File: src/rtl/mcc_pkg.sv
package mcc_pkg;

    localparam int OPC_W = 6;

    localparam logic [OPC_W-1:0] OPC_ARITH  = 6'h00;
    localparam logic [OPC_W-1:0] OPC_LOAD   = 6'h23;
    localparam logic [OPC_W-1:0] OPC_STORE  = 6'h2B;
    localparam logic [OPC_W-1:0] OPC_BRANCH = 6'h04;
    localparam logic [OPC_W-1:0] OPC_JUMP   = 6'h02;

    localparam logic [1:0] SRCB_REG   = 2'd0;
    localparam logic [1:0] SRCB_FOUR  = 2'd1;
    localparam logic [1:0] SRCB_IMM   = 2'd2;
    localparam logic [1:0] SRCB_IMMSH = 2'd3;

    localparam logic [1:0] ALU_ADD  = 2'd0;
    localparam logic [1:0] ALU_SUB  = 2'd1;
    localparam logic [1:0] ALU_FUNC = 2'd2;

    localparam logic [1:0] PCS_ALU    = 2'd0;
    localparam logic [1:0] PCS_ALUREG = 2'd1;
    localparam logic [1:0] PCS_JUMP   = 2'd2;

    typedef enum logic [3:0] {
        ST_FETCH,
        ST_DECODE,
        ST_ADDR,
        ST_LDMEM,
        ST_LDWB,
        ST_STMEM,
        ST_EXEC,
        ST_ARWB,
        ST_BRANCH,
        ST_JUMP
    } mcc_state_e;

    typedef struct packed {
        mcc_state_e state;
    } mcc_seq_t;

    typedef struct packed {
        logic       pc_we;
        logic       ir_we;
        logic       a_we;
        logic       b_we;
        logic       aluout_we;
        logic       mdr_we;
        logic       mem_rd;
        logic       mem_wr;
        logic       addr_sel;
        logic       alu_a_sel;
        logic [1:0] alu_b_sel;
        logic [1:0] alu_op;
        logic       rf_we;
        logic       rf_dst_sel;
        logic       rf_data_sel;
        logic [1:0] pc_src;
    } mcc_ctrl_t;

endpackage

File: src/rtl/mcc_next_state.sv
module mcc_next_state
    import mcc_pkg::*;
#(
    parameter int              OP_W    = OPC_W,
    parameter logic [OP_W-1:0] OP_ARI  = OPC_ARITH,
    parameter logic [OP_W-1:0] OP_LD   = OPC_LOAD,
    parameter logic [OP_W-1:0] OP_ST   = OPC_STORE,
    parameter logic [OP_W-1:0] OP_BR   = OPC_BRANCH,
    parameter logic [OP_W-1:0] OP_JMP  = OPC_JUMP
) (
    input  logic            clk,
    input  logic            rst,
    input  logic [OP_W-1:0] opcode,
    output mcc_state_e      state_o
);

    mcc_seq_t seq_d;
    mcc_seq_t seq_q;

    always_comb begin
        seq_d = seq_q;
        unique case (seq_q.state)
            ST_FETCH:  seq_d.state = ST_DECODE;
            ST_DECODE: begin
                if (opcode == OP_ARI)
                    seq_d.state = ST_EXEC;
                else if (opcode == OP_LD || opcode == OP_ST)
                    seq_d.state = ST_ADDR;
                else if (opcode == OP_BR)
                    seq_d.state = ST_BRANCH;
                else if (opcode == OP_JMP)
                    seq_d.state = ST_JUMP;
                else
                    seq_d.state = ST_FETCH;
            end
            ST_ADDR:   seq_d.state = (opcode == OP_LD) ? ST_LDMEM : ST_STMEM;
            ST_LDMEM:  seq_d.state = ST_LDWB;
            ST_EXEC:   seq_d.state = ST_ARWB;
            default:   seq_d.state = ST_FETCH;
        endcase
    end

    always_ff @(posedge clk) begin
        if (rst)
            seq_q.state <= ST_FETCH;
        else
            seq_q <= seq_d;
    end

    assign state_o = seq_q.state;

endmodule

File: src/rtl/mcc_out_decode.sv
module mcc_out_decode
    import mcc_pkg::*;
(
    input  mcc_state_e state_i,
    input  logic       alu_zero,
    output mcc_ctrl_t  ctrl_o
);

    always_comb begin
        ctrl_o = '0;
        unique case (state_i)
            ST_FETCH: begin
                ctrl_o.ir_we     = 1'b1;
                ctrl_o.mem_rd    = 1'b1;
                ctrl_o.pc_we     = 1'b1;
                ctrl_o.alu_b_sel = SRCB_FOUR;
                ctrl_o.alu_op    = ALU_ADD;
                ctrl_o.pc_src    = PCS_ALU;
            end
            ST_DECODE: begin
                ctrl_o.a_we      = 1'b1;
                ctrl_o.b_we      = 1'b1;
                ctrl_o.aluout_we = 1'b1;
                ctrl_o.alu_b_sel = SRCB_IMMSH;
                ctrl_o.alu_op    = ALU_ADD;
            end
            ST_ADDR: begin
                ctrl_o.alu_a_sel = 1'b1;
                ctrl_o.alu_b_sel = SRCB_IMM;
                ctrl_o.alu_op    = ALU_ADD;
                ctrl_o.aluout_we = 1'b1;
            end
            ST_LDMEM: begin
                ctrl_o.mem_rd   = 1'b1;
                ctrl_o.addr_sel = 1'b1;
                ctrl_o.mdr_we   = 1'b1;
            end
            ST_LDWB: begin
                ctrl_o.rf_we       = 1'b1;
                ctrl_o.rf_data_sel = 1'b1;
            end
            ST_STMEM: begin
                ctrl_o.mem_wr   = 1'b1;
                ctrl_o.addr_sel = 1'b1;
            end
            ST_EXEC: begin
                ctrl_o.alu_a_sel = 1'b1;
                ctrl_o.alu_b_sel = SRCB_REG;
                ctrl_o.alu_op    = ALU_FUNC;
                ctrl_o.aluout_we = 1'b1;
            end
            ST_ARWB: begin
                ctrl_o.rf_we      = 1'b1;
                ctrl_o.rf_dst_sel = 1'b1;
            end
            ST_BRANCH: begin
                ctrl_o.alu_a_sel = 1'b1;
                ctrl_o.alu_b_sel = SRCB_REG;
                ctrl_o.alu_op    = ALU_SUB;
                ctrl_o.pc_src    = PCS_ALUREG;
                ctrl_o.pc_we     = alu_zero;
            end
            ST_JUMP: begin
                ctrl_o.pc_we  = 1'b1;
                ctrl_o.pc_src = PCS_JUMP;
            end
            default: ctrl_o = '0;
        endcase
    end

endmodule

File: src/rtl/mc_ctrl_seq.sv
module mc_ctrl_seq
    import mcc_pkg::*;
#(
    parameter int OP_W = OPC_W
) (
    input  logic            clk,
    input  logic            rst,
    input  logic [OP_W-1:0] opcode,
    input  logic            alu_zero,
    output logic            pc_we,
    output logic            ir_we,
    output logic            a_we,
    output logic            b_we,
    output logic            aluout_we,
    output logic            mdr_we,
    output logic            mem_rd,
    output logic            mem_wr,
    output logic            addr_sel,
    output logic            alu_a_sel,
    output logic [1:0]      alu_b_sel,
    output logic [1:0]      alu_op,
    output logic            rf_we,
    output logic            rf_dst_sel,
    output logic            rf_data_sel,
    output logic [1:0]      pc_src
);

    mcc_state_e state;
    mcc_ctrl_t  ctrl;

    mcc_next_state #(.OP_W(OP_W)) i_next (
        .clk     (clk),
        .rst     (rst),
        .opcode  (opcode),
        .state_o (state)
    );

    mcc_out_decode i_dec (
        .state_i  (state),
        .alu_zero (alu_zero),
        .ctrl_o   (ctrl)
    );

    assign pc_we       = ctrl.pc_we;
    assign ir_we       = ctrl.ir_we;
    assign a_we        = ctrl.a_we;
    assign b_we        = ctrl.b_we;
    assign aluout_we   = ctrl.aluout_we;
    assign mdr_we      = ctrl.mdr_we;
    assign mem_rd      = ctrl.mem_rd;
    assign mem_wr      = ctrl.mem_wr;
    assign addr_sel    = ctrl.addr_sel;
    assign alu_a_sel   = ctrl.alu_a_sel;
    assign alu_b_sel   = ctrl.alu_b_sel;
    assign alu_op      = ctrl.alu_op;
    assign rf_we       = ctrl.rf_we;
    assign rf_dst_sel  = ctrl.rf_dst_sel;
    assign rf_data_sel = ctrl.rf_data_sel;
    assign pc_src      = ctrl.pc_src;


    mem_excl_chk: assert property (@(posedge clk) disable iff (rst)
        !(mem_rd && mem_wr));


    fetch_addr_chk: assert property (@(posedge clk) disable iff (rst)
        ir_we |-> (mem_rd && !addr_sel));


    decode_follows_chk: assert property (@(posedge clk) disable iff (rst)
        ir_we |=> (a_we && b_we && aluout_we));


    load_wb_chk: assert property (@(posedge clk) disable iff (rst)
        mdr_we |=> (rf_we && rf_data_sel));


    wb_then_fetch_chk: assert property (@(posedge clk) disable iff (rst)
        rf_we |=> ir_we);


    store_then_fetch_chk: assert property (@(posedge clk) disable iff (rst)
        mem_wr |=> ir_we);


    branch_zero_chk: assert property (@(posedge clk) disable iff (rst)
        (pc_we && pc_src == PCS_ALUREG) |-> alu_zero);


    jump_then_fetch_chk: assert property (@(posedge clk) disable iff (rst)
        (pc_we && pc_src == PCS_JUMP) |=> ir_we);

endmodule

File: config.mk
export PLATFORM = sky130hd
export DESIGN_NAME = mc_ctrl_seq
export DESIGN_NICKNAME = d
export VERILOG_FILES = /design/src/rtl/mcc_pkg.sv /design/src/rtl/mcc_next_state.sv /design/src/rtl/mcc_out_decode.sv /design/src/rtl/mc_ctrl_seq.sv
export SDC_FILE = /design/constraint.sdc
export NUM_CORES = 1
export LEC_CHECK = 0
export BUFFER_PORTS_ARGS = -buffer_cell sky130_fd_sc_hd__buf_2
export CORE_AREA = 2 2 39 41
export DETAILED_ROUTE_END_ITERATION = 8
export DIE_AREA = 0 0 41 43
export PLACE_DENSITY = 0.7
export SETUP_SLACK_MARGIN = 0.3
export SYNTH_ARGS = -nofsm -noshare
export SYNTH_HDL_FRONTEND = slang
export SYNTH_HIERARCHICAL = 1
export SYNTH_SLANG_ARGS = --single-unit
export TNS_END_PERCENT = 100
File: constraint.sdc
create_clock -name clk -period 1.5 [get_ports clk]
set_clock_uncertainty 0.2 [all_clocks]
set_input_delay 0.45 -clock clk [delete_from_list [all_inputs] [get_ports clk]]
set_output_delay 0.45 -clock clk [all_outputs]
set_load 0.01 [all_outputs]
* After elaboration in Yosys (flattened, before gate mapping) *
Cells that the tools add are included.

storage, ports and cells
  logic and storage cells = 43
  input port bits = 9
  memory bits (writable) = 0
  latch bits = 0
  memories = 0
  flip-flop bits (word level) = 4
  ROM bits = 0

cells by class
  multiply operators = 0
  shift-type cells = 0
  reduce and logical (&&, ||, !) cells = 9
  div/mod/pow operators = 0
  magnitude comparators = 0
  eq/ne operators = 13
  multiplexer cells = 20
  bitwise logic cells = 0
  add/sub/neg operators = 0

operators by type and width
  operator                                              number
  one-hot mux 4 bit (5 select lines)                    2
  equality test 4 x 3 -> 1 bit (second input constant)  4
  two-way mux 4 bit                                     4
  equality test 6 bit (second input constant)           2
  two-way mux 1 bit                                     10
  equality test 4 x 2 -> 1 bit (second input constant)  2
  equality test 4 bit (second input constant)           2
  OR reduction 2 bit                                    4
  equality test 6 x 2 -> 1 bit (second input constant)  1
  equality test 6 x 3 -> 1 bit (second input constant)  1
  zero test 6 bit                                       1
  OR reduction 3 bit                                    2
  equality test 4 x 1 -> 1 bit (second input constant)  1
  zero test 4 bit                                       1
  one-hot mux 2 bit (2 select lines)                    1
  two-way mux 3 bit                                     1
  two-way mux 2 bit                                     1
  one-hot mux 1 bit (2 select lines)                    1
  logical OR 1 bit                                      1

* Longest topological paths before layout *
  depth after elaboration = 6
  gate-level depth with buffers = 4
  gate-level depth less buffers = 3

* Cells and area by module *
The synthesis kept the hierarchy.

modules (own cells, without submodules)
  module          cells an instance  area each (µm²)  instances
  mcc_next_state  29                 241.5            1
  mcc_out_decode  32                 225.2            1

* Least setup slack after synthesis *
Ideal clock, no wire load.

  path type = reg2out
  start = register, netlist name i_next/state_o[1]
  end = output port a_we
  cell stages (with the launch flop) = 5
  slack = -0.378 ns
  data arrival time = 1.228 ns
  cell sequence = dfxtp_1 > buf_4 > nand2b_1 > nor3_1 > buf_4

between the ends
  cells in the longest elaborated chain, start to end = 2

RTL lines
  what                          RTL line              source
  equality test 4 x 1 -> 1 bit  mcc_out_decode.sv:11  unique case (state_i)
  two-way mux 2 bit             mcc_out_decode.sv:11
  end, declared                 mc_ctrl_seq.sv:12     output logic a_we,

Every way passes these cells.

* Worst setup path after layout *
  start = register, netlist name i_next/state_o[1]
  end = output port aluout_we

between the ends
  cells in the longest elaborated chain, start to end = 3

RTL lines
  what                                                        RTL line              source
  equality test 4 x 2 -> 1 bit, or another cell as far along  mcc_out_decode.sv:11
  OR reduction 3 bit (no source line) (*)                     n/a
  two-way mux 1 bit (*)                                       mcc_out_decode.sv:11
  end, declared                                               mc_ctrl_seq.sv:14     output logic aluout_we,

Mark *: on every way between the ends. The rest lies on a longest branch, timed or not.

==> summary.txt <==
Floorplan
  • # IOs: 28
  • Starting density of the core: 33.7%
  • Die H: 43 um
  • Core area: 1380 um2
  • # rows: 14
  • Die Area: 1760 um2
  • Die width: 41 um

Critical path
  • Crit-path leading delay family: flip-flops
  • CP max stage delay: 0.40 ns
  • CP Data Arrival Time: 1.22 ns
  • WP buf/inv: 3
  • Critical path type: flop to primary output
  • Crit path depth: 5
  • Register-to-Register Path Depth: 5
  • CP max stage cell: dfxtp_4
  • Most used cell, CP: buf_6
  • CP endpoint kind: primary output
  • Critical Path Source Type: flop
  • WP data required: 0.85 ns
  • Crit-path max FO: 7
  • CP cell instances: buf_6 -> buf_6 -> nand2b_4 -> o2bb2ai_4 -> buf_6

Pwr
  • Sequential share of power: 26.3%
  • Max IR drop VDD: 0.464 mV
  • Comb power frac: 40.5%
  • Clk pwr share: 33.1%
  • P_int: 295 uW
  • Sw frac: 30.8%
  • Power per Cell Area: 380 nW/um2
  • NetSw: 131 uW
  • P_leak: 0.478 nW
  • Total power: 426 uW

Timing
  • Worst Tran Pin Value: 0.282 ns
  • Post-layout worst setup margin: -0.365 ns
  • RSZ-0062 raised after global routing: yes
  • Fin. Hold Viols: 0
  • Slew Limit Fails: 0
  • Minimum clock period: 1.87 ns
  • Worst Hold Slack: 0.239 ns
  • Final setup violating endpoints: 20
  • TNS Setup: -5.62 ns
  • Crit share post-route: 124%
  • Fmax: 536 MHz
  • Rel. slew slack: 81.1%

Clock tree
  • Total clock sinks: 4
  • CTS Root Cell: clkbuf_4
  • Max clock buf depth: 2
  • H-tree depth: 1
  • Worst-path clk slew: 0.04 ns
  • Worst skew pair latency: 0.23 ns
  • CTS hold repair buffers: 0
  • Clock buffer count from CTS: 3
  • CTS tree: done

Yosys
  • Synth warn: 6
  • Net Count, Synth: 70
  • Synth Cell Area: 467 um2
  • Avg Inst Size Synth: 7.65 um2
  • Register area share after synthesis: 17.2%
  • Cell variety after synth: 26
  • Flops & latches, synth: 4
  • Gate Count Post-Synth: 61

Global routing
  • First-pass GRT wire length: 2.46 mm
  • Vias in the first global route: 581
  • Largest net degree at the start of global routing: 12
  • Global-route usage over all layers: 20.3%
  • GRT Residual Overflow: 0
  • Initial antenna violation count: 0

Routing
  • DRC errors left: 0
  • Post-DRT Antenna Nets: 0
  • Total Wirelength: 1.85 mm
  • 1st-iter DRT viols: 6
  • Via count: 666
  • Wirelength per Cell: 15.0 um
  • Mean number of vias per cell: 5.41
  • First-pass detailed-route iteration total: 3

Hold path
  • Hold WC Path Type: input port to flop
  • Hold path cells: 2

Outcome
  • Status: finished, violations left
  • Failing checks: setup timing

Placed design
  • Area after DPL: 812 um2
  • Buffers on Ports: 27
  • DP HPWL: 1.09 mm
  • Gpl congestion: 0.746

Finish
  • Fraction of layout cells with a size suffix above 1: 83.2%
  • Ant diodes: 0
  • Most frequent cells in the layout: buf_2 (21), buf_6 (12), buf_4 (11)
  • Area Growth Syn to Fin: 140%
  • Commonest non-fill, non-tap cell in the layout: buf_2
  • NumNets Final: 117
  • Max reg flops: 4
  • Post-Layout Inst Area: 1120 um2

Flow run
  • Max-Cap Viols: 0
==> worst reg2reg max path: stages (launching register included) <==
cell       delay, ns
dfxtp_4         0.37
buf_6           0.14
buf_4           0.16
nor4b_4         0.20
a31oi_1         0.13
a2111oi_2       0.31
==> worst paths after layout <==
check	startpoint	endpoint	slack [ns]
max	i_next/state_o[1]	aluout_we	-0.37
min	opcode[4]	i_next/state_o[3]	0.24
max reg2reg	i_next/state_o[1]	i_next/state_o[0]	-0.13
min reg2reg	i_next/state_o[3]	i_next/state_o[0]	0.49
==> synthesized netlist by cell type <==
cell,instances,area share [%]
nor3_1,8,8.6
or3_1,1,1.3
nand4_1,1,1.3
nor3b_1,1,1.6
buf_6,1,2.4
nand3_1,2,2.1
buf_4,2,3.2
nand2b_1,4,5.4
buf_2,2,2.1
nor2b_1,2,2.7
nor4_1,4,5.4
o2bb2ai_1,2,3.8
nor4b_2,2,6.4
and2_1,1,1.3
xnor2_1,1,1.9
inv_1,1,0.80
nand2_1,3,2.4
xor2_1,1,1.9
dfxtp_1,4,17
a31oi_1,2,2.7
nor4b_1,2,3.8
nor2_1,8,6.4
o21bai_1,2,3.2
a2111oi_2,1,3.2
nor3b_2,2,5.4
xor2_2,1,3.5
==> per-layer routing <==
layer / GRT usage, % / routed length, um / vias up
li1: - / - / 319
met1: 20.0 / 668 / 315
met4: 4.00 / 27 / 0
met3: 4.71 / 100 / 2
met5: 0 / 0 / -
met2: 39.1 / 1050 / 30
==> through the flow <==
stage / std cells / setup WS (ns) / utilization (%)
2_1_floorplan: 61 / -0.158 / -
3_3_place_gp: 114 / -0.110 / 58.7
3_5_place_dp: 114 / -0.134 / 58.7
4_1_cts: 121 / -0.345 / 70.5
5_1_grt: 123 / -0.415 / 80.9
6_report: 123 / -0.365 / 80.9
==> power by group through the flow <==
stage / sequential [mW] / combinational [mW] / clock [mW]
global placement: 0.120 / 0.118 / 0
floorplan: 0.115 / 0.0812 / 0
finish: 0.112 / 0.172 / 0.141
global route: 0.112 / 0.187 / 0.162
CTS: 0.115 / 0.138 / 0.150
detailed placement: 0.120 / 0.121 / 0
==> logic make-up after synthesis <==
kind of cell | after synthesis | synth area share, %
XOR/XNOR | 3 | 7.24
buffers and inverters | 6 | 8.58
AND/OR/NAND/NOR | 41 | 54.2
AO/OA/AOI/OAI | 7 | 12.9
flip-flops | 4 | 17.2
==> cell type report <==
cell class                 count  area (um2)
fill                          95         264
multi-input combinational     51         602
tap                           16        20.0
timing repair buffer          47         373
clock buffer                   4        26.3
inverter                       1        3.75
sequential                     4        95.1
==> repair_timing <==
action	CTS	global route
pin swaps	2	14
gates resized for setup	25	27
buffers inserted	3	2
setup endpoints to repair	23	23
No activity file was read; power rests on OpenSTA's default activity.
